File: src/rtl/tdm_sel_pkg.sv
`timescale 1ns/1ps
package tdm_sel_pkg;

  typedef enum logic [1:0] {
    DLY_NONE = 2'd0,
    DLY_ONE  = 2'd1,
    DLY_TWO  = 2'd2,
    DLY_RSVD = 2'd3
  } dly_code_e;

  // Number of ticks between sync and first data bit; reserved code acts as two.
  function automatic logic [1:0] eff_delay(input logic [1:0] code);
    if (code == DLY_RSVD) return 2'd2;
    return code;
  endfunction

  // Bits per word for a length code; unused codes select the longest word.
  function automatic int unsigned wlen_bits(input logic [2:0] code);
    case (code)
      3'd0:    return 8;
      3'd1:    return 12;
      3'd2:    return 16;
      3'd3:    return 20;
      3'd4:    return 24;
      default: return 32;
    endcase
  endfunction

endpackage

File: src/rtl/tdm_frame_tracker.sv
`timescale 1ns/1ps
module tdm_frame_tracker #(
  parameter int NUM_SLOTS = 128,
  parameter int MAX_WLEN  = 32,
  localparam int SLOT_W   = $clog2(NUM_SLOTS),
  localparam int POS_W    = $clog2(MAX_WLEN)
) (
  input  logic              clk,
  input  logic              rst_n,
  input  logic              tick,
  input  logic              fsync,
  input  logic              fs_invert,
  input  logic [1:0]        delay,
  input  logic [2:0]        wlen,
  output logic              bit_evt,
  output logic [SLOT_W-1:0] evt_slot,
  output logic              evt_first,
  output logic              evt_last
);
  import tdm_sel_pkg::*;

  logic              run_q;
  logic [1:0]        wait_q;
  logic [POS_W-1:0]  pos_q;
  logic [SLOT_W-1:0] slot_q;

  logic             fs_hit;
  logic [1:0]       dly;
  logic             starting;
  logic             continuing;
  logic [POS_W-1:0] evt_pos;

  assign fs_hit     = tick & (fsync ^ fs_invert);
  assign dly        = eff_delay(delay);
  assign starting   = (fs_hit & (dly == 2'd0)) |
                      (tick & ~fs_hit & (wait_q == 2'd1));
  assign continuing = tick & ~fs_hit & run_q & (wait_q == 2'd0);
  assign bit_evt    = starting | continuing;
  assign evt_pos    = starting ? '0 : pos_q;
  assign evt_slot   = starting ? '0 : slot_q;
  assign evt_first  = bit_evt & (evt_pos == '0);
  assign evt_last   = bit_evt & (evt_pos == POS_W'(wlen_bits(wlen) - 1));

  always_ff @(posedge clk or negedge rst_n) begin
    if (!rst_n) begin
      run_q  <= 1'b0;
      wait_q <= 2'd0;
      pos_q  <= '0;
      slot_q <= '0;
    end else begin
      if (fs_hit) begin
        run_q  <= 1'b0;
        wait_q <= dly;
        pos_q  <= '0;
        slot_q <= '0;
      end else if (tick && wait_q > 2'd1) begin
        wait_q <= wait_q - 2'd1;
      end
      if (bit_evt) begin
        wait_q <= 2'd0;
        if (evt_last) begin
          pos_q <= '0;
          if (evt_slot == SLOT_W'(NUM_SLOTS - 1)) begin
            run_q  <= 1'b0;
            slot_q <= '0;
          end else begin
            run_q  <= 1'b1;
            slot_q <= evt_slot + 1'b1;
          end
        end else begin
          run_q  <= 1'b1;
          pos_q  <= evt_pos + 1'b1;
          slot_q <= evt_slot;
        end
      end
    end
  end

endmodule

File: src/rtl/tdm_chan_map.sv
`timescale 1ns/1ps
module tdm_chan_map #(
  parameter int NUM_SLOTS = 128,
  parameter int PART_CH   = 16,
  localparam int SLOT_W   = $clog2(NUM_SLOTS),
  localparam int IDX_W    = $clog2(PART_CH),
  localparam int BLK_W    = SLOT_W - IDX_W
) (
  input  logic [SLOT_W-1:0]  slot,
  input  logic [BLK_W-1:0]   blk_a,
  input  logic [BLK_W-1:0]   blk_b,
  input  logic [PART_CH-1:0] mask_a,
  input  logic [PART_CH-1:0] mask_b,
  output logic               enabled
);
  logic [BLK_W-1:0]        blk;
  logic [IDX_W-1:0]        idx;
  logic [1:0][BLK_W-1:0]   part_blk;
  logic [1:0][PART_CH-1:0] part_mask;
  logic [1:0]              part_hit;

  assign blk       = slot[SLOT_W-1:IDX_W];
  assign idx       = slot[IDX_W-1:0];
  assign part_blk  = {blk_b, blk_a};
  assign part_mask = {mask_b, mask_a};

  for (genvar p = 0; p < 2; p++) begin : g_part
    assign part_hit[p] = (blk == part_blk[p]) & part_mask[p][idx];
  end

  assign enabled = |part_hit;

endmodule

File: src/rtl/tdm_out_stage.sv
`timescale 1ns/1ps
module tdm_out_stage #(
  parameter int SLOT_W = 7,
  parameter bit IS_TX  = 1'b1
) (
  input  logic              clk,
  input  logic              rst_n,
  input  logic              tick,
  input  logic              bit_evt,
  input  logic [SLOT_W-1:0] evt_slot,
  input  logic              evt_first,
  input  logic              evt_last,
  input  logic              enabled,
  output logic [SLOT_W-1:0] slot_idx,
  output logic              word_start,
  output logic              word_end,
  output logic              slot_en,
  output logic              xfer
);
  always_ff @(posedge clk or negedge rst_n) begin
    if (!rst_n) begin
      slot_idx   <= '0;
      word_start <= 1'b0;
      word_end   <= 1'b0;
      slot_en    <= 1'b0;
    end else begin
      word_start <= evt_first;
      word_end   <= evt_last;
      if (bit_evt) begin
        slot_idx <= evt_slot;
        slot_en  <= enabled;
      end
    end
  end

  if (IS_TX) begin : g_tx
    // level: enabled data bit in the interval after the latest tick
    always_ff @(posedge clk or negedge rst_n) begin
      if (!rst_n)       xfer <= 1'b0;
      else if (bit_evt) xfer <= enabled;
      else if (tick)    xfer <= 1'b0;
    end
  end else begin : g_rx
    // pulse: an enabled word has just completed
    always_ff @(posedge clk or negedge rst_n) begin
      if (!rst_n) xfer <= 1'b0;
      else        xfer <= evt_last & enabled;
    end
  end

endmodule

File: src/rtl/tdm_slot_selector.sv
`timescale 1ns/1ps
module tdm_slot_selector #(
  parameter int NUM_SLOTS = 128,
  parameter int PART_CH   = 16,
  parameter int MAX_WLEN  = 32,
  localparam int SLOT_W   = $clog2(NUM_SLOTS),
  localparam int BLK_W    = SLOT_W - $clog2(PART_CH)
) (
  input  logic               clk,
  input  logic               rst_n,
  input  logic               tx_bit_tick,
  input  logic               tx_fsync,
  input  logic               tx_fs_invert,
  input  logic [1:0]         tx_delay,
  input  logic [2:0]         tx_wlen,
  input  logic [BLK_W-1:0]   tx_blk_a,
  input  logic [BLK_W-1:0]   tx_blk_b,
  input  logic [PART_CH-1:0] tx_mask_a,
  input  logic [PART_CH-1:0] tx_mask_b,
  input  logic               rx_bit_tick,
  input  logic               rx_fsync,
  input  logic               rx_fs_invert,
  input  logic [1:0]         rx_delay,
  input  logic [2:0]         rx_wlen,
  input  logic [BLK_W-1:0]   rx_blk_a,
  input  logic [BLK_W-1:0]   rx_blk_b,
  input  logic [PART_CH-1:0] rx_mask_a,
  input  logic [PART_CH-1:0] rx_mask_b,
  output logic [SLOT_W-1:0]  tx_slot,
  output logic               tx_word_start,
  output logic               tx_word_end,
  output logic               tx_slot_en,
  output logic               tx_data_en,
  output logic [SLOT_W-1:0]  rx_slot,
  output logic               rx_word_start,
  output logic               rx_word_end,
  output logic               rx_slot_en,
  output logic               rx_word_take
);
  localparam int NDIR = 2;   // index 0 transmit, index 1 receive

  logic [NDIR-1:0]              tick_v, fs_v, inv_v;
  logic [NDIR-1:0][1:0]         dly_v;
  logic [NDIR-1:0][2:0]         wl_v;
  logic [NDIR-1:0][BLK_W-1:0]   ba_v, bb_v;
  logic [NDIR-1:0][PART_CH-1:0] ma_v, mb_v;
  logic [NDIR-1:0][SLOT_W-1:0]  slot_v;
  logic [NDIR-1:0]              ws_v, we_v, se_v, xf_v, evt_v;

  // named internal events for the checker
  logic tx_bit_evt, rx_bit_evt;

  assign tick_v = {rx_bit_tick, tx_bit_tick};
  assign fs_v   = {rx_fsync, tx_fsync};
  assign inv_v  = {rx_fs_invert, tx_fs_invert};
  assign dly_v  = {rx_delay, tx_delay};
  assign wl_v   = {rx_wlen, tx_wlen};
  assign ba_v   = {rx_blk_a, tx_blk_a};
  assign bb_v   = {rx_blk_b, tx_blk_b};
  assign ma_v   = {rx_mask_a, tx_mask_a};
  assign mb_v   = {rx_mask_b, tx_mask_b};

  for (genvar d = 0; d < NDIR; d++) begin : g_dir
    logic              bit_evt, evt_first, evt_last, enabled;
    logic [SLOT_W-1:0] evt_slot;

    tdm_frame_tracker #(.NUM_SLOTS(NUM_SLOTS), .MAX_WLEN(MAX_WLEN)) u_trk (
      .clk(clk), .rst_n(rst_n), .tick(tick_v[d]), .fsync(fs_v[d]),
      .fs_invert(inv_v[d]), .delay(dly_v[d]), .wlen(wl_v[d]),
      .bit_evt(bit_evt), .evt_slot(evt_slot),
      .evt_first(evt_first), .evt_last(evt_last)
    );

    tdm_chan_map #(.NUM_SLOTS(NUM_SLOTS), .PART_CH(PART_CH)) u_map (
      .slot(evt_slot), .blk_a(ba_v[d]), .blk_b(bb_v[d]),
      .mask_a(ma_v[d]), .mask_b(mb_v[d]), .enabled(enabled)
    );

    tdm_out_stage #(.SLOT_W(SLOT_W), .IS_TX(d == 0)) u_out (
      .clk(clk), .rst_n(rst_n), .tick(tick_v[d]), .bit_evt(bit_evt),
      .evt_slot(evt_slot), .evt_first(evt_first), .evt_last(evt_last),
      .enabled(enabled), .slot_idx(slot_v[d]), .word_start(ws_v[d]),
      .word_end(we_v[d]), .slot_en(se_v[d]), .xfer(xf_v[d])
    );

    assign evt_v[d] = bit_evt;
  end

  assign tx_bit_evt    = evt_v[0];
  assign rx_bit_evt    = evt_v[1];
  assign tx_slot       = slot_v[0];
  assign tx_word_start = ws_v[0];
  assign tx_word_end   = we_v[0];
  assign tx_slot_en    = se_v[0];
  assign tx_data_en    = xf_v[0];
  assign rx_slot       = slot_v[1];
  assign rx_word_start = ws_v[1];
  assign rx_word_end   = we_v[1];
  assign rx_slot_en    = se_v[1];
  assign rx_word_take  = xf_v[1];

endmodule

File: config.mk
export PLATFORM = sky130hd
export DESIGN_NAME = tdm_slot_selector
export DESIGN_NICKNAME = d
export VERILOG_FILES = /design/src/rtl/tdm_sel_pkg.sv /design/src/rtl/tdm_frame_tracker.sv /design/src/rtl/tdm_chan_map.sv /design/src/rtl/tdm_out_stage.sv /design/src/rtl/tdm_slot_selector.sv
export SDC_FILE = /design/constraint.sdc
export NUM_CORES = 1
export LEC_CHECK = 0
export BUFFER_PORTS_ARGS = -buffer_cell sky130_fd_sc_hd__buf_2
export CAP_MARGIN = 10
export CORE_MARGIN = 5
export CORE_UTILIZATION = 53
export DETAILED_ROUTE_END_ITERATION = 10
export GPL_ROUTABILITY_DRIVEN = 0
export PLACE_DENSITY_LB_ADDON = 0.3
export SETUP_SLACK_MARGIN = 0.3
export SYNTH_ARGS = -nofsm -noshare
export SYNTH_HDL_FRONTEND = slang
export SYNTH_SLANG_ARGS = --single-unit
File: constraint.sdc
create_clock -name clk -period 4 [get_ports clk]
set_input_delay 0 -clock clk [delete_from_list [all_inputs] [get_ports clk]]
set_output_delay 0 -clock clk [all_outputs]
set_load 0.02 [all_outputs]
Word-level counts from Yosys, hierarchy flattened:

Cells that the tools add are included.

* input port bits: 94
* logic and storage cells: 146
* output and inout bits: 22
* register bits: 52

* muxes and demuxes: 50
* bitwise gates (word level): 29
* equal/unequal tests: 20
* add/sub/neg operators: 8
* reductions and logical operators: 17
* $lt $le $gt $ge: 4

Operator list (count)
* 2-to-1 mux 7 bit: 10
* case mux 5 bit (5 select lines): 2
* 2-to-1 mux 5 bit: 8
* bitwise AND 1 bit: 21
* 2-to-1 mux 2 bit: 10
* binary-select mux 1 bit (select 4 bit): 4
* 2-to-1 mux 1 bit: 16
* adder 7 x 1 -> 7 bit (second input constant): 2
* == test 7 bit (second input constant): 2
* == test 3 x 2 -> 1 bit (second input constant): 4
* == test 3 bit: 4
* adder 5 x 1 -> 5 bit (second input constant): 2
* == test 5 bit: 2
* zero test 5 bit: 2
* less-than comparator 4 x 5 -> 1 bit (second input constant): 2
* subtractor 5 x 1 -> 5 bit (second input constant): 2
* zero test 2 bit: 4
* == test 3 x 1 -> 1 bit (second input constant): 2
* == test 3 bit (second input constant): 2
* zero test 3 bit: 2
* nonzero test 2 bit: 3
* nonzero test 3 bit: 2
* == test 2 x 1 -> 1 bit (second input constant): 2
* == test 2 bit (second input constant): 2
* other kinds (7): 16

Depth between registers and ports, before layout:

Gate-level depths: netlist of run 1.

* depth in word-level cells: 12
* depth in mapped cells: 14
* gate-level depth less buffers: 12

By module:

Synthesis of run 1 repeated with hierarchy kept, for this count alone.

* cells, all modules: 409
* area, all modules: 3996.3 um^2

Modules (own cells, without submodules)
* tdm_frame_tracker: seq. area each 375.4 um^2, times used 2, cells an instance 136, area each 1167.4 um^2
* tdm_chan_map: seq. area each 0.0 um^2, times used 2, cells an instance 47, area each 414.1 um^2
* tdm_out_stage (g_dir[0].u_out): seq. area each 275.3 um^2, times used 1, cells an instance 22, area each 420.4 um^2
* tdm_out_stage (g_dir[1].u_out): seq. area each 275.3 um^2, times used 1, cells an instance 21, area each 412.9 um^2

Least setup slack after synthesis of run 1:

Ideal clock, no wire load.

* path kind: reg2reg
* start: reg g_dir[0].u_trk.wait_q[0]
* end: reg g_dir[0].u_trk.slot_q[6]
* period minus slack after synthesis: 2.753 ns
* path buffers: 2
* arrival: 2.677 ns
* library setup time: 0.076 ns
* path slack: 1.247 ns
* stages on the path, launching flop included: 12
* path through: dfrtp_1 > ha_1 > mux2_4 > nand2_1 > clkbuf_1 > buf_1 > nand2_1 > inv_1 > ha_1 > nand3_2 > or4_1 > o21ai_1

* word-level cells in the longest chain between the ends: 8
* elaborated cells on any way between the ends: 16
* those cells by class: 1 x add/sub; 3 x eq/ne; 5 x mux; 5 x bitwise; 2 x reduce/logical

RTL lines
* start: declaration: RTL line tdm_frame_tracker.sv:23 `logic [1:0] wait_q;`
* start signal: assignment: RTL line tdm_frame_tracker.sv:53 `wait_q <= dly;`
* start signal: assignment: RTL line tdm_frame_tracker.sv:57 `wait_q <= wait_q - 2'd1;`
* == test 2 x 1 -> 1 bit: RTL line tdm_frame_tracker.sv:36 `(tick & ~fs_hit & (wait_q == 2'd1));`
* bitwise AND 1 bit: RTL line tdm_frame_tracker.sv:36
* bitwise OR 1 bit: RTL line tdm_frame_tracker.sv:35 `assign starting = (fs_hit & (dly == 2'd0)) |`
* 2-to-1 mux 7 bit / 2-to-1 mux 5 bit (equally long branches): RTL line tdm_frame_tracker.sv:40, tdm_frame_tracker.sv:39
* adder 7 x 1 -> 7 bit, or another cell as far along: RTL line tdm_frame_tracker.sv:68 `slot_q <= evt_slot + 1'b1;`
* 2-to-1 mux 7 bit / bitwise AND 1 bit (equally long branches): RTL line tdm_frame_tracker.sv:63, tdm_frame_tracker.sv:42
* 2-to-1 mux 7 bit: RTL line tdm_frame_tracker.sv:61 `if (evt_last) begin`
* 2-to-1 mux 7 bit: RTL line tdm_frame_tracker.sv:59 `if (bit_evt) begin`
* end signal: assignment: RTL line tdm_frame_tracker.sv:68
* end signal: assignment: RTL line tdm_frame_tracker.sv:73 `slot_q <= evt_slot;`
* end: declaration: RTL line tdm_frame_tracker.sv:25 `logic [SLOT_W-1:0] slot_q;`

Parallel ways exist; a longest one is shown, timed or not.
A chain may end at the register's enable or synchronous reset.

Worst setup path after layout of run 1:

* start: reg g_dir[0].u_trk.wait_q[1]
* end: reg g_dir[0].u_trk.slot_q[6]

Same word-level chain as after synthesis.

==> results by group, run 1 <==
Power and ir drop
  • Post-layout power: 1.56 mW
  • Cell area power density: ~340 mW/mm^2
  • Leakage: 2.15 nW
  • Maximum VDD drop: 0.233 mV

STA
  • Setup Skew: 0.0146 ns
  • Hold slack: between 0.06 and 0.07 ns
  • Worst Tran Pin Value: between 0.7 and 0.8 ns
  • Slew headroom: 0.486
  • RSZ-0062 raised after global routing: no
  • Final min period: approximately 2.8 ns
  • Fin. Hold Viols: 0
  • Fin Setup TNS: 0 ns
  • Setup Viol. Count Final: 0
  • Fmax: 0.357 GHz
  • Max-slew violations: 0
  • Final period util: 0.701
  • Setup WS post-layout: 1.20 ns

Placed design
  • Detailed placement HPWL: roughly 7.5 mm
  • Pre-CTS setup slack: ~1.2 ns
  • PortBufs: between 100 and 150
  • Area post-placement: 0.00446 sq mm

Global routing
  • Aggregate global-route resource usage: 0.222
  • GR Overflow Total: 0
  • GR Util met3: 0.0434
  • First-pass GRT wire length: roughly 16 mm
  • Pin count of the biggest net entering global routing: between 50 and 60
  • Initial antenna violation count: 0
  • Met2 Use GR: 0.359
  • GR peak layer: met2
  • Number of global-route vias before repair: 3,657
  • Met1 track utilization from global routing: 0.300

Route
  • Vias per inst: roughly 6
  • Total number of vias: around 3,900
  • DR pass1 iterations: 5
  • Initial DRC count: 279
  • DRC viols: 0
  • Post-DRT Antenna Nets: 0
  • DR WL/cell: ~15 microns
  • Routed wire length: roughly 10 mm

Worst setup path
  • Cell chain of the critical path: inv_1 -> ha_1 -> mux2_4 -> nand2_1 -> buf_4 -> nand2_1 -> inv_1 -> ha_1 -> nand3_2 -> or4_1 -> o21ai_1
  • Worst EP required: 4.24 ns
  • WP depth: 11
  • Reg2reg setup slack: between 1 and 1.5 ns
  • CP Launch Type: flip-flop
  • Crit path largest cell delay: ~0.60 ns
  • Buf+Inv Stages, Crit Path: 3
  • Setup crit end kind: flip-flop
  • WP data arrival: ~3.0 ns
  • Delay-heaviest family, CP: simple AND/OR/NAND/NOR gates
  • Critical-path maximum fanout: 21
  • Worst r2r src: g_dir[0].u_trk.wait_q[1]$_DFFE_PN0P_
  • CP startpoint: g_dir[0].u_trk.wait_q[1]$_DFFE_PN0P_
  • Crit path kind: flip-flop to flip-flop
  • Cells on worst reg2reg path: 11
  • Slowest stage cell, crit path: or4_1

Logic synthesis
  • Number of synthesized flops with an enable pin: 0
  • Top_reg_cell synth: dfrtp_1
  • Syn nets: 571
  • Post-synthesis average cell area: approximately 8.3 sq um
  • Distinct cells, synth: 64
  • Gate Count Post-Synth: 467
  • Cell Area, Synth: 0.00389 sq mm
  • Yosys warns: 0
  • Asr flop ratio synth: 1.00
  • Synthesized flop and latch total: between 50 and 60
  • Seq/Total Area, Yosys: 0.335

Clocking
  • Clk root buf: clkbuf_8
  • Gates resized, CTS repair: 0
  • Skew-Pair Late Insertion Delay: just over 0.3 ns
  • Total CTS buffers: 5
  • Htree depth: 2
  • CTS tree: yes
  • Clock Tree Buf Depth: 2
  • CTS sink cnt: 52
  • Worst-path clk slew: 0.10 ns

Run status
  • Status: finished clean

Floorplan
  • Initial Util: 0.539
  • Row count: 31
  • Core box area: between 0.007 and 0.008 sq mm
  • Die width: 95.6 microns
  • Die Y: 95.6 microns
  • Die ar.: around 0.009 sq mm
  • I/O Pins: approximately 120

Cells and area
  • Most frequent cells in the layout: 115 x buf_2, 69 x nand2_1, 52 x dfrtp_1
  • N_diodes: 0
  • Cell area after layout: 0.00461 sq mm
  • P&R area growth vs syn: 18.6%
  • Layout cell share with drive strength beyond 1: 0.267
  • Nets: 664
  • Commonest non-fill, non-tap cell in the layout: buf_2

Min path
  • HP Start: rx_bit_tick
  • Hold path cells: 3
  • Min-delay worst type: input pin to flip-flop

Job
  • Max_cap viols: 0
==> worst min-delay path, stage by stage <==
cell,delay [ns]
buf_2,0.14
a32oi_1,0.11
nor2_1,0.08
==> path summary, 6_finish.rpt <==
check	end
worst max-delay path	g_dir[0].u_trk.slot_q[6]$_DFFE_PN0P_
worst min-delay path	g_dir[1].u_trk.wait_q[1]$_DFFE_PN0P_
worst max register to register	g_dir[0].u_trk.slot_q[6]$_DFFE_PN0P_
worst min register to register	g_dir[1].u_trk.run_q$_DFFE_PN0P_
max in group asynchronous	g_dir[1].u_out.slot_idx[1]$_DFFE_PN0P_
min in group asynchronous	g_dir[1].u_trk.wait_q[1]$_DFFE_PN0P_
==> metal layers <==
layer / routed length, microns / vias up
met2: 4690 / 147
met1: 4580 / 1841
met5: 0 / -
met4: 125 / 0
met3: 800 / 14
li1: - / 1890
==> cell type report <==
cell class,count,area (sq um)
fillers,636,2610
multi-input cells,360,2360
flip-flops and latches,52,1300
repair buffers,123,646
well taps,99,124
clock buffers,6,72.6
inverters,18,67.6
clock inverters,2,35.0
==> kinds of logic (layout without fill, tap and decap cells) <==
group | count (synthesis) | after routing | share of synthesized area
xor+xnor | 10 | 10 | 0.0245
compound gates | 127 | 127 | 0.215
fa+ha+maj | 10 | 10 | 0.0322
buf+inv | 55 | 149 | 0.0573
simple gates | 188 | 188 | 0.237
flops | 52 | 52 | 0.335
mux | 25 | 25 | 0.0988
==> per-stage QoR <==
stage | util | std cells
floorplan | - | 467
global placement | 0.618 | 648
detailed placement | 0.618 | 648
CTS | 0.639 | 660
finish | 0.639 | 660
global route | 0.639 | 660
==> sequential cells by signal, summed over array words and instances, names as in the netlist <==
signal and count:
g_dir.u_out.slot_idx 14, g_dir.u_trk.slot_q 14, g_dir.u_trk.pos_q 10, g_dir.u_trk.wait_q 4, g_dir.u_out.slot_en 2, g_dir.u_out.word_end 2
g_dir.u_out.word_start 2, g_dir.u_out.xfer 2, g_dir.u_trk.run_q 2
==> synth_stat cells, types with 3 or more instances <==
master,count,area share
a211o_1,3,0.0068
a21o_1,5,0.0097
a21oi_1,40,0.052
a31oi_1,10,0.016
a32o_1,3,0.0077
and2_1,8,0.013
and3_1,3,0.0048
buf_1,6,0.0058
buf_2,7,0.0090
clkbuf_1,23,0.022
dfrtp_1,52,0.33
ha_1,10,0.032
inv_1,18,0.017
mux2_2,3,0.0087
mux2i_1,11,0.028
mux4_2,10,0.058
nand2_1,69,0.067
nand2b_1,4,0.0064
nand3_1,23,0.030
nand4_1,6,0.0097
nor2_1,37,0.036
nor2b_1,3,0.0048
nor3_1,7,0.0090
nor3b_1,3,0.0058
nor4_1,8,0.013
nor4bb_1,3,0.0077
o211ai_1,4,0.0077
o21a_1,5,0.0097
o21ai_0,25,0.032
o32ai_1,7,0.016
xnor2_1,5,0.011
xor2_1,4,0.0090
==> what timing repair did <==
action | in CTS | in global routing
hold buffers | 4 | 0
endpoints found under the hold margin | 54 | 0
setup buffers | 0 | 0
==> report_power, final <==
| part | internal, mW | switching [mW] | leakage (nW) |
|---|---|---|---|
| combinational | 0.223 | 0.317 | 1.38 |
| clock | 0.186 | 0.173 | 0.0552 |
| sequential | 0.593 | 0.0672 | 0.712 |
(Power assumes the default switching activity.)
==> inputs of run 2 (changes only) <==
==> constraint.sdc (replaced) <==
create_clock -name clk -period 2.6 [get_ports clk]
set_input_delay 0 -clock clk [delete_from_list [all_inputs] [get_ports clk]]
set_output_delay 0 -clock clk [all_outputs]
set_load 0.02 [all_outputs]
==> run 2 against run 1 <==
Effect of this change: first-iteration DRC count down 35%; sequential share of layout area decreased by 2.7 points; register-to-register slack got worse by 0.93 ns; critical path type unchanged.
==> results by group, run 2 (synthesis results as in run 1) <==
Run status
  • Status: finished clean

Floorplan
  • I/O Pins: 116 (unchanged)
  • Die Y: 95.6 microns (unchanged)
  • Initial Util: 0.539 (unchanged)
  • Die width: 95.6 microns (unchanged)
  • Row count: 31 (unchanged)
  • Die ar.: 0.00915 sq mm (unchanged)
  • Core box area: 0.00721 sq mm (unchanged)

Cells and area
  • Finished Layout Cells: 693 (+5.0%)
  • Commonest non-fill, non-tap cell in the layout: buf_2
  • Biggest regs: g_dir.u_out.slot_idx x14, g_dir.u_trk.slot_q x14, g_dir.u_trk.pos_q x10
  • P&R area growth vs syn: 31.7%
  • Nets: 698 (+5.1%)
  • Layout cell share with drive strength beyond 1: 0.372 (+0.105)
  • N_diodes: 0 (unchanged)
  • Most frequent cells in the layout: 115 x buf_2, 68 x nand2_1, 51 x dfrtp_1

Worst setup path
  • Setup crit end kind: flip-flop
  • Worst EP required: 2.78 ns (-1.46 ns)
  • Worst r2r src: g_dir[1].u_trk.wait_q[0]$_DFFE_PN0P_
  • WP data arrival: 2.51 ns (-0.53 ns)
  • Crit path kind: flip-flop to flip-flop
  • Cells on worst reg2reg path: 12 (+1)
  • Critical-path maximum fanout: 5 (-76%)
  • Reg2reg setup slack: 0.27 ns (-0.93 ns)
  • CP Launch Type: flip-flop
  • Reg2reg end: g_dir[1].u_trk.slot_q[5]$_DFFE_PN0P_

Clocking
  • Clock Tree Buf Depth: 2 (unchanged)
  • Worst-path clk slew: 0.09 ns (about the same)
  • Skew-Pair Late Insertion Delay: 0.31 ns (about the same)
  • Htree depth: 2 (unchanged)
  • Total CTS buffers: 5 (unchanged)
  • CTS sink cnt: 52 (unchanged)
  • CTS tree: yes
  • Clk root buf: clkbuf_8

Global routing
  • Initial antenna violation count: 0 (unchanged)
  • First-pass GRT wire length: 17.5 mm (+6.7%)
  • Number of global-route vias before repair: 3,833 (+4.8%)
  • Pin count of the biggest net entering global routing: 29 (-45%)
  • GR Overflow Total: 0 (unchanged)
  • Aggregate global-route resource usage: 0.239 (+0.0171)

STA
  • Final min period: 2.33 ns (-0.473 ns)
  • Final period util: 0.897 (+0.196)
  • Fin Setup TNS: 0 ns (unchanged)
  • Worst Tran Pin Value: 0.656 ns (-0.114 ns)
  • Setup Skew: 0.0115 ns (-0.00310 ns)
  • Setup Viol. Count Final: 0 (unchanged)
  • RSZ-0062 raised after global routing: yes
  • Fin. Hold Viols: 0 (unchanged)
  • Slew headroom: 0.558 (+0.0721)
  • Max-slew violations: 0 (unchanged)
  • Fmax: 0.429 GHz (+20%)

Route
  • Vias per inst: 6.01 (+2.0%)
  • DR pass1 iterations: 5 (unchanged)
  • DR WL/cell: 16.4 microns (+6.1%)
  • Initial DRC count: 182 (-35%)
  • Post-DRT Antenna Nets: 0 (unchanged)
  • DRC viols: 0 (unchanged)
  • Total number of vias: 4,168 (+7.1%)
  • Routed wire length: 11.4 mm (+11%)

Min path
  • Min-delay worst type: input pin to flip-flop
  • Worst Hold End: g_dir[1].u_trk.wait_q[1]$_DFFE_PN0P_
  • Hold path cells: 3 (unchanged)
  • HP Start: rx_bit_tick

Power and ir drop
  • Cell area power density: 491 mW/mm^2 (+45%)
  • Maximum VDD drop: 0.368 mV (+58%)
  • Leakage: 2.33 nW (+8.3%)

Placed design
  • Placed Cells: 660 (+1.9%)
  • Detailed placement HPWL: 7.99 mm (+5.9%)
  • PortBufs: 115 (unchanged)

Job
  • Max_cap viols: 0 (unchanged)
-- run 2: changes by cell type in the layout (fill, tap and decap cells not counted), moves of 3 or more --
| cell | before | now |
|---|---|---|
| inv_2 | 0 | 3 |
| inv_1 | 18 | 15 |
| o21ai_1 | 1 | 6 |
| a21oi_1 | 40 | 33 |
| ha_4 | 0 | 5 |
| and2_1 | 8 | 4 |
| buf_4 | 4 | 33 |
| and2_4 | 1 | 5 |
| a21oi_2 | 0 | 7 |
| o21ai_0 | 25 | 19 |
| buf_6 | 0 | 4 |
| ha_1 | 10 | 4 |
-- run 2: layer usage --
layer  wire [microns]  track usage  vias to the layer above
met5                0            0                        -
met2             5930        0.408                      220
met3              831       0.0403                       17
met1             4420        0.306                     1970
met4              182       0.0818                        0
li1                 -            -                     1961
-- run 2: through the flow --
stage	setup slack, ns	hold WS [ns]	utilization	power [mW]	area [sq um]
2_1_floorplan	0.177	-0.296	-	1.63	4010
3_3_place_gp	0.185	0.0284	0.642	1.86	4630
3_5_place_dp	0.0409	0.0287	0.642	1.89	4630
4_1_cts	0.293	0.0579	0.679	2.42	4900
5_1_grt	0.180	0.0918	0.710	2.68	5120
6_report	0.269	0.0809	0.710	2.51	5120
-- run 2: how the worst max path moves through the flow --
| stage | start | endpoint | slack [ns] | depth (start not counted) |
|---|---|---|---|---|
| 2_1_floorplan | g_dir[1].u_trk.wait_q[0]$_DFFE_PN0P_ | g_dir[1].u_trk.slot_q[5]$_DFFE_PN0P_ | 0.18 | 13 |
| 3_3_place_gp | g_dir[1].u_trk.wait_q[1]$_DFFE_PN0P_ | g_dir[1].u_trk.pos_q[3]$_DFFE_PN0P_ | 0.18 | 12 |
| 3_5_place_dp | g_dir[1].u_trk.wait_q[1]$_DFFE_PN0P_ | g_dir[1].u_trk.pos_q[3]$_DFFE_PN0P_ | 0.04 | 12 |
| 4_1_cts | g_dir[1].u_trk.wait_q[1]$_DFFE_PN0P_ | g_dir[1].u_trk.slot_q[5]$_DFFE_PN0P_ | 0.29 | 13 |
| 5_1_grt | g_dir[1].u_trk.wait_q[0]$_DFFE_PN0P_ | g_dir[1].u_trk.slot_q[5]$_DFFE_PN0P_ | 0.18 | 12 |
| 6_report | g_dir[1].u_trk.wait_q[0]$_DFFE_PN0P_ | g_dir[1].u_trk.slot_q[5]$_DFFE_PN0P_ | 0.27 | 12 |
-- run 2: critical path, cell delays in order (launching register included) --
cell     delay (ns)
dfrtp_1        0.42
ha_4           0.17
and2_4         0.14
mux2i_4        0.19
buf_6          0.15
and2_4         0.15
ha_4           0.12
and3_4         0.18
and3_4         0.19
nand3_4        0.10
nor2b_4        0.16
o21ai_2        0.13
a31oi_1        0.09
-- run 2: where the power goes --
group,total [mW],internal [mW],switching (mW)
Sequential,1.03,0.913,0.113
Clock,0.446,0.184,0.262
Combinational,1.04,0.462,0.579
-- run 2: layout make-up --
cell class,instances,area (sq um)
multi-input combinational,361,2640
fill,570,2090
sequential,52,1310
timing repair buffer,156,908
tap,99,124
clock buffer,6,72.6
inverter,18,67.6
clock inverter,1,5.00
-- run 2: repair_timing --
action | CTS | global route
setup endpoints to repair | 21 | 20
hold buffers | 4 | 0
resized for setup | 12 | 30
pin swaps | 2 | 7
hold endpoints to repair | 27 | 0
buffers inserted | 9 | 12
gates cloned | 1 | 0
==> inputs of run 3 (changes only) <==
--- a/config.mk
+++ b/config.mk
@@ -5,8 +5,10 @@
 export SDC_FILE = /design/constraint.sdc
 export NUM_CORES = 1
 export LEC_CHECK = 0
+export ABC_AREA = 1
 export BUFFER_PORTS_ARGS = -buffer_cell sky130_fd_sc_hd__buf_2
 export CAP_MARGIN = 10
+export CORE_ASPECT_RATIO = 1.2
 export CORE_MARGIN = 5
 export CORE_UTILIZATION = 53
 export DETAILED_ROUTE_END_ITERATION = 10
==> run 3 against run 2 <==
Effect of this change: flip-flop and latch count unchanged; combinational power down 23%; setup slack better by 0.18 ns; global-route usage down 2.0 points; synthesized area up 1.1%; non-clock buffer count down 20; count of clock-buffer cells in the layout down 1.
==> results by group, run 3 <==
Power and ir drop
  • Sequential share of power: 0.427 (+0.019)
  • Post-layout power: 2.25 mW (-10%)
  • Maximum VDD drop: 0.427 mV (+16%)
  • Switching Fraction: 0.371 (-0.00915)
  • Internal: 1.42 mW (-9.1%)
  • Comb pwr share: 0.357 (-0.057)
  • Clock power frac: 0.216 (+0.039)
  • Net Sw Power: 834 uW (-13%)
  • Cell area power density: 465 mW/mm^2 (-5.2%)
  • Leakage: 2.62 nW (+13%)

Worst setup path
  • Setup crit end kind: flip-flop
  • WP data arrival: 2.34 ns (-0.17 ns)
  • Crit path kind: flip-flop to flip-flop
  • Delay-heaviest family, CP: simple AND/OR/NAND/NOR gates
  • Worst EP required: 2.79 ns (about the same)
  • CP Launch Type: flip-flop
  • Most common cell on crit path: nand2_1
  • Slowest stage cell, crit path: dfrtp_1
  • Cell chain of the critical path: ha_2 -> nand3_4 -> nand2_8 -> nor2_2 -> ha_2 -> nand2_1 -> nor2_2 -> nand4_1 -> nand2_1 -> nand2_1 -> nand3_1 -> nand2_1
  • Crit path largest cell delay: 0.42 ns (about the same)
  • Reg2reg setup slack: 0.45 ns (+0.18 ns)
  • Buf+Inv Stages, Crit Path: 0 (-1)
  • Critical-path maximum fanout: 8 (+3)

Logic synthesis
  • Synth Area in Adders: 0.0319 (-0.000338)
  • Post-synthesis simple-gate area fraction: 0.425 (+0.188)
  • Distinct cells, synth: 35 (-45%)
  • Commonest cells post-synth: 173 x nand2_1, 79 x nand3_1, 58 x inv_1
  • Top-area cell type share of the netlist area: 0.331 (-0.00352)
  • Seq/Total Area, Yosys: 0.331 (-0.00352)
  • Yosys warns: 0 (unchanged)
  • Number of synthesized flops with an enable pin: 0 (unchanged)
  • Synth top area cells: dfrtp_1 33%, nand2_1 17%, nand3_1 10%
  • Most common cell in the netlist: nand2_1
  • Top_reg_cell synth: dfrtp_1
  • Post-synthesis compound-gate area fraction: 0.0694 (-0.146)
  • Largest family of logic cells by synthesized area: simple AND/OR/NAND/NOR gates
  • Synthesized flop and latch total: 52 (unchanged)
  • Asr flop ratio synth: 1.00 (unchanged)
  • Post-synthesis average cell area: 6.93 sq um (-17%)
  • Syn nets: 671 (+18%)
  • Post-synthesis mux area share: 0 (-0.0988)
  • Cell Area, Synth: 0.00393 sq mm (+1.1%)
  • Post-synth top area cell: dfrtp_1
  • XOR/XNOR Fraction of Synth Area: 0.0551 (+0.0306)
  • Gate Count Post-Synth: 567 (+21%)

STA
  • Fin. Hold Viols: 0 (unchanged)
  • Worst Tran Pin Value: 0.577 ns (-0.0792 ns)
  • Fin Setup TNS: 0 ns (unchanged)
  • Max-slew violations: 0 (unchanged)
  • Setup WS post-layout: 0.452 ns (+0.184 ns)
  • Setup Skew: 0.0113 ns (-0.000222 ns)
  • Fmax: 0.466 GHz (+8.5%)
  • RSZ-0062 raised after global routing: yes
  • Final period util: 0.826 (-0.0706)
  • Final min period: 2.15 ns (-0.184 ns)
  • Setup Viol. Count Final: 0 (unchanged)
  • Slew headroom: 0.615 (+0.0568)
  • Hold slack: 0.0263 ns (-0.0546 ns)

Route
  • DRC viols: 0 (unchanged)
  • Initial DRC count: 183 (+0.55%)
  • DR pass1 iterations: 5 (unchanged)
  • DR WL/cell: 12.8 microns (-22%)
  • Post-DRT Antenna Nets: 0 (unchanged)
  • Total number of vias: 4,134 (-0.82%)
  • Vias per inst: 5.27 (-12%)
  • Routed wire length: 10.1 mm (-11%)

Cells and area
  • Nets: 798 (+14%)
  • Util after Layout: 0.669 (-0.0406)
  • Most frequent cells in the layout: 173 x nand2_1, 115 x buf_2, 78 x nand3_1
  • P&R area growth vs syn: 23.2%
  • N_diodes: 0 (unchanged)
  • Commonest non-fill, non-tap cell in the layout: nand2_1
  • Biggest regs: g_dir.u_out.slot_idx x14, g_dir.u_trk.slot_q x14, g_dir.u_trk.pos_q x10
  • Finished Layout Cells: 785 (+13%)
  • Cell area after layout: 0.00484 sq mm (-5.5%)
  • Layout cell share with drive strength beyond 1: 0.271 (-0.102)

Placed design
  • PortBufs: 115 (unchanged)
  • Pre-CTS setup slack: 0.242 ns (+0.201 ns)
  • Placed Cells: 770 (+17%)
  • Area post-placement: 0.00463 sq mm (unchanged)
  • Detailed placement HPWL: 7.85 mm (-1.8%)

Floorplan
  • Initial Util: 0.543 (+0.00440)
  • Die ar.: 0.00924 sq mm (+1.0%)
  • Die width: 88.6 microns (-7.4%)
  • Core box area: 0.00723 sq mm (+0.24%)
  • Row count: 34 (+9.7%)
  • I/O Pins: 116 (unchanged)
  • Die Y: 104 microns (+9.1%)

Min path
  • Min-delay worst type: input pin to flip-flop

Clocking
  • CTS tree: yes
  • Worst-path clk slew: 0.10 ns (about the same)
  • Clk root buf: clkbuf_8
  • Htree depth: 2 (unchanged)
  • Total CTS buffers: 5 (unchanged)
  • Clock Tree Buf Depth: 2 (unchanged)
  • Skew-Pair Late Insertion Delay: 0.30 ns (about the same)
  • CTS sink cnt: 52 (unchanged)

Global routing
  • GR Overflow Total: 0 (unchanged)
  • Initial antenna violation count: 0 (unchanged)
  • First-pass GRT wire length: 17.1 mm (-2.6%)
  • Aggregate global-route resource usage: 0.220 (-0.0196)
  • Pin count of the biggest net entering global routing: 28 (-3.4%)
  • Number of global-route vias before repair: 4,047 (+5.6%)

Job
  • Max_cap viols: 0 (unchanged)

Run status
  • Status: finished clean
## run 3: path summary, 6_finish.rpt
kind	cells after the start	endpoint	start
setup / recovery	12	g_dir[1].u_trk.slot_q[6]$_DFFE_PN0P_	g_dir[1].u_trk.wait_q[0]$_DFFE_PN0P_
hold / removal	3	g_dir[0].u_trk.wait_q[1]$_DFFE_PN0P_	tx_delay[1]
setup reg to reg	12	g_dir[1].u_trk.slot_q[6]$_DFFE_PN0P_	g_dir[1].u_trk.wait_q[0]$_DFFE_PN0P_
hold reg to reg	2	g_dir[0].u_out.xfer$_DFFE_PN0P_	g_dir[0].u_out.xfer$_DFFE_PN0P_
max in group asynchronous	3	g_dir[0].u_trk.wait_q[0]$_DFFE_PN0P_	rst_n
min in group asynchronous	2	g_dir[1].u_out.slot_idx[0]$_DFFE_PN0P_	rst_n
## run 3: cell type report
cell class	instances	area [sq um]
timing repair buffer	136	736
inverter	65	256
fill	624	2390
clock buffer	5	68.8
clock inverter	3	27.5
multi-input combinational	434	2340
sequential	52	1300
tap	90	113
## run 3: worst register-to-register path: stages, from the launching register on
cell     delay [ns]
dfrtp_1        0.42
ha_2           0.22
nand3_4        0.16
nand2_8        0.11
nor2_2         0.13
ha_2           0.21
nand2_1        0.07
nor2_2         0.15
nand4_1        0.26
nand2_1        0.14
nand2_1        0.06
nand3_1        0.06
nand2_1        0.04
## run 3: metal layers
metal,GRT usage,part of all wire,vias to the layer above
met4,0.0572,0.015,0
met1,0.258,0.38,1868
met5,0,0,-
li1,-,-,2087
met2,0.406,0.53,164
met3,0.0301,0.068,15
## run 3: kinds of logic after synthesis
group	Yosys count
flops	52
simple gates	352
compound gates	49
xor+xnor	23
fa+ha+maj	10
buf+inv	81
## run 3: power groups by stage
stage / combinational, mW / clock (mW) / sequential, mW
after floorplan: 0.492 / 0 / 0.989
after global placement: 0.721 / 0 / 0.971
after detailed placement: 0.742 / 0 / 0.976
after CTS: 0.756 / 0.501 / 0.960
after global routing: 0.909 / 0.535 / 0.971
final: 0.804 / 0.487 / 0.960
## run 3: what timing repair did
| action | in CTS | in global routing |
|---|---|---|
| setup endpoints to repair | 6 | 21 |
| hold endpoints to repair | 26 | 0 |
| gates resized for setup | 2 | 12 |
| pin swaps | 0 | 7 |
| buffers inserted | 0 | 6 |
| hold buffers | 1 | 0 |
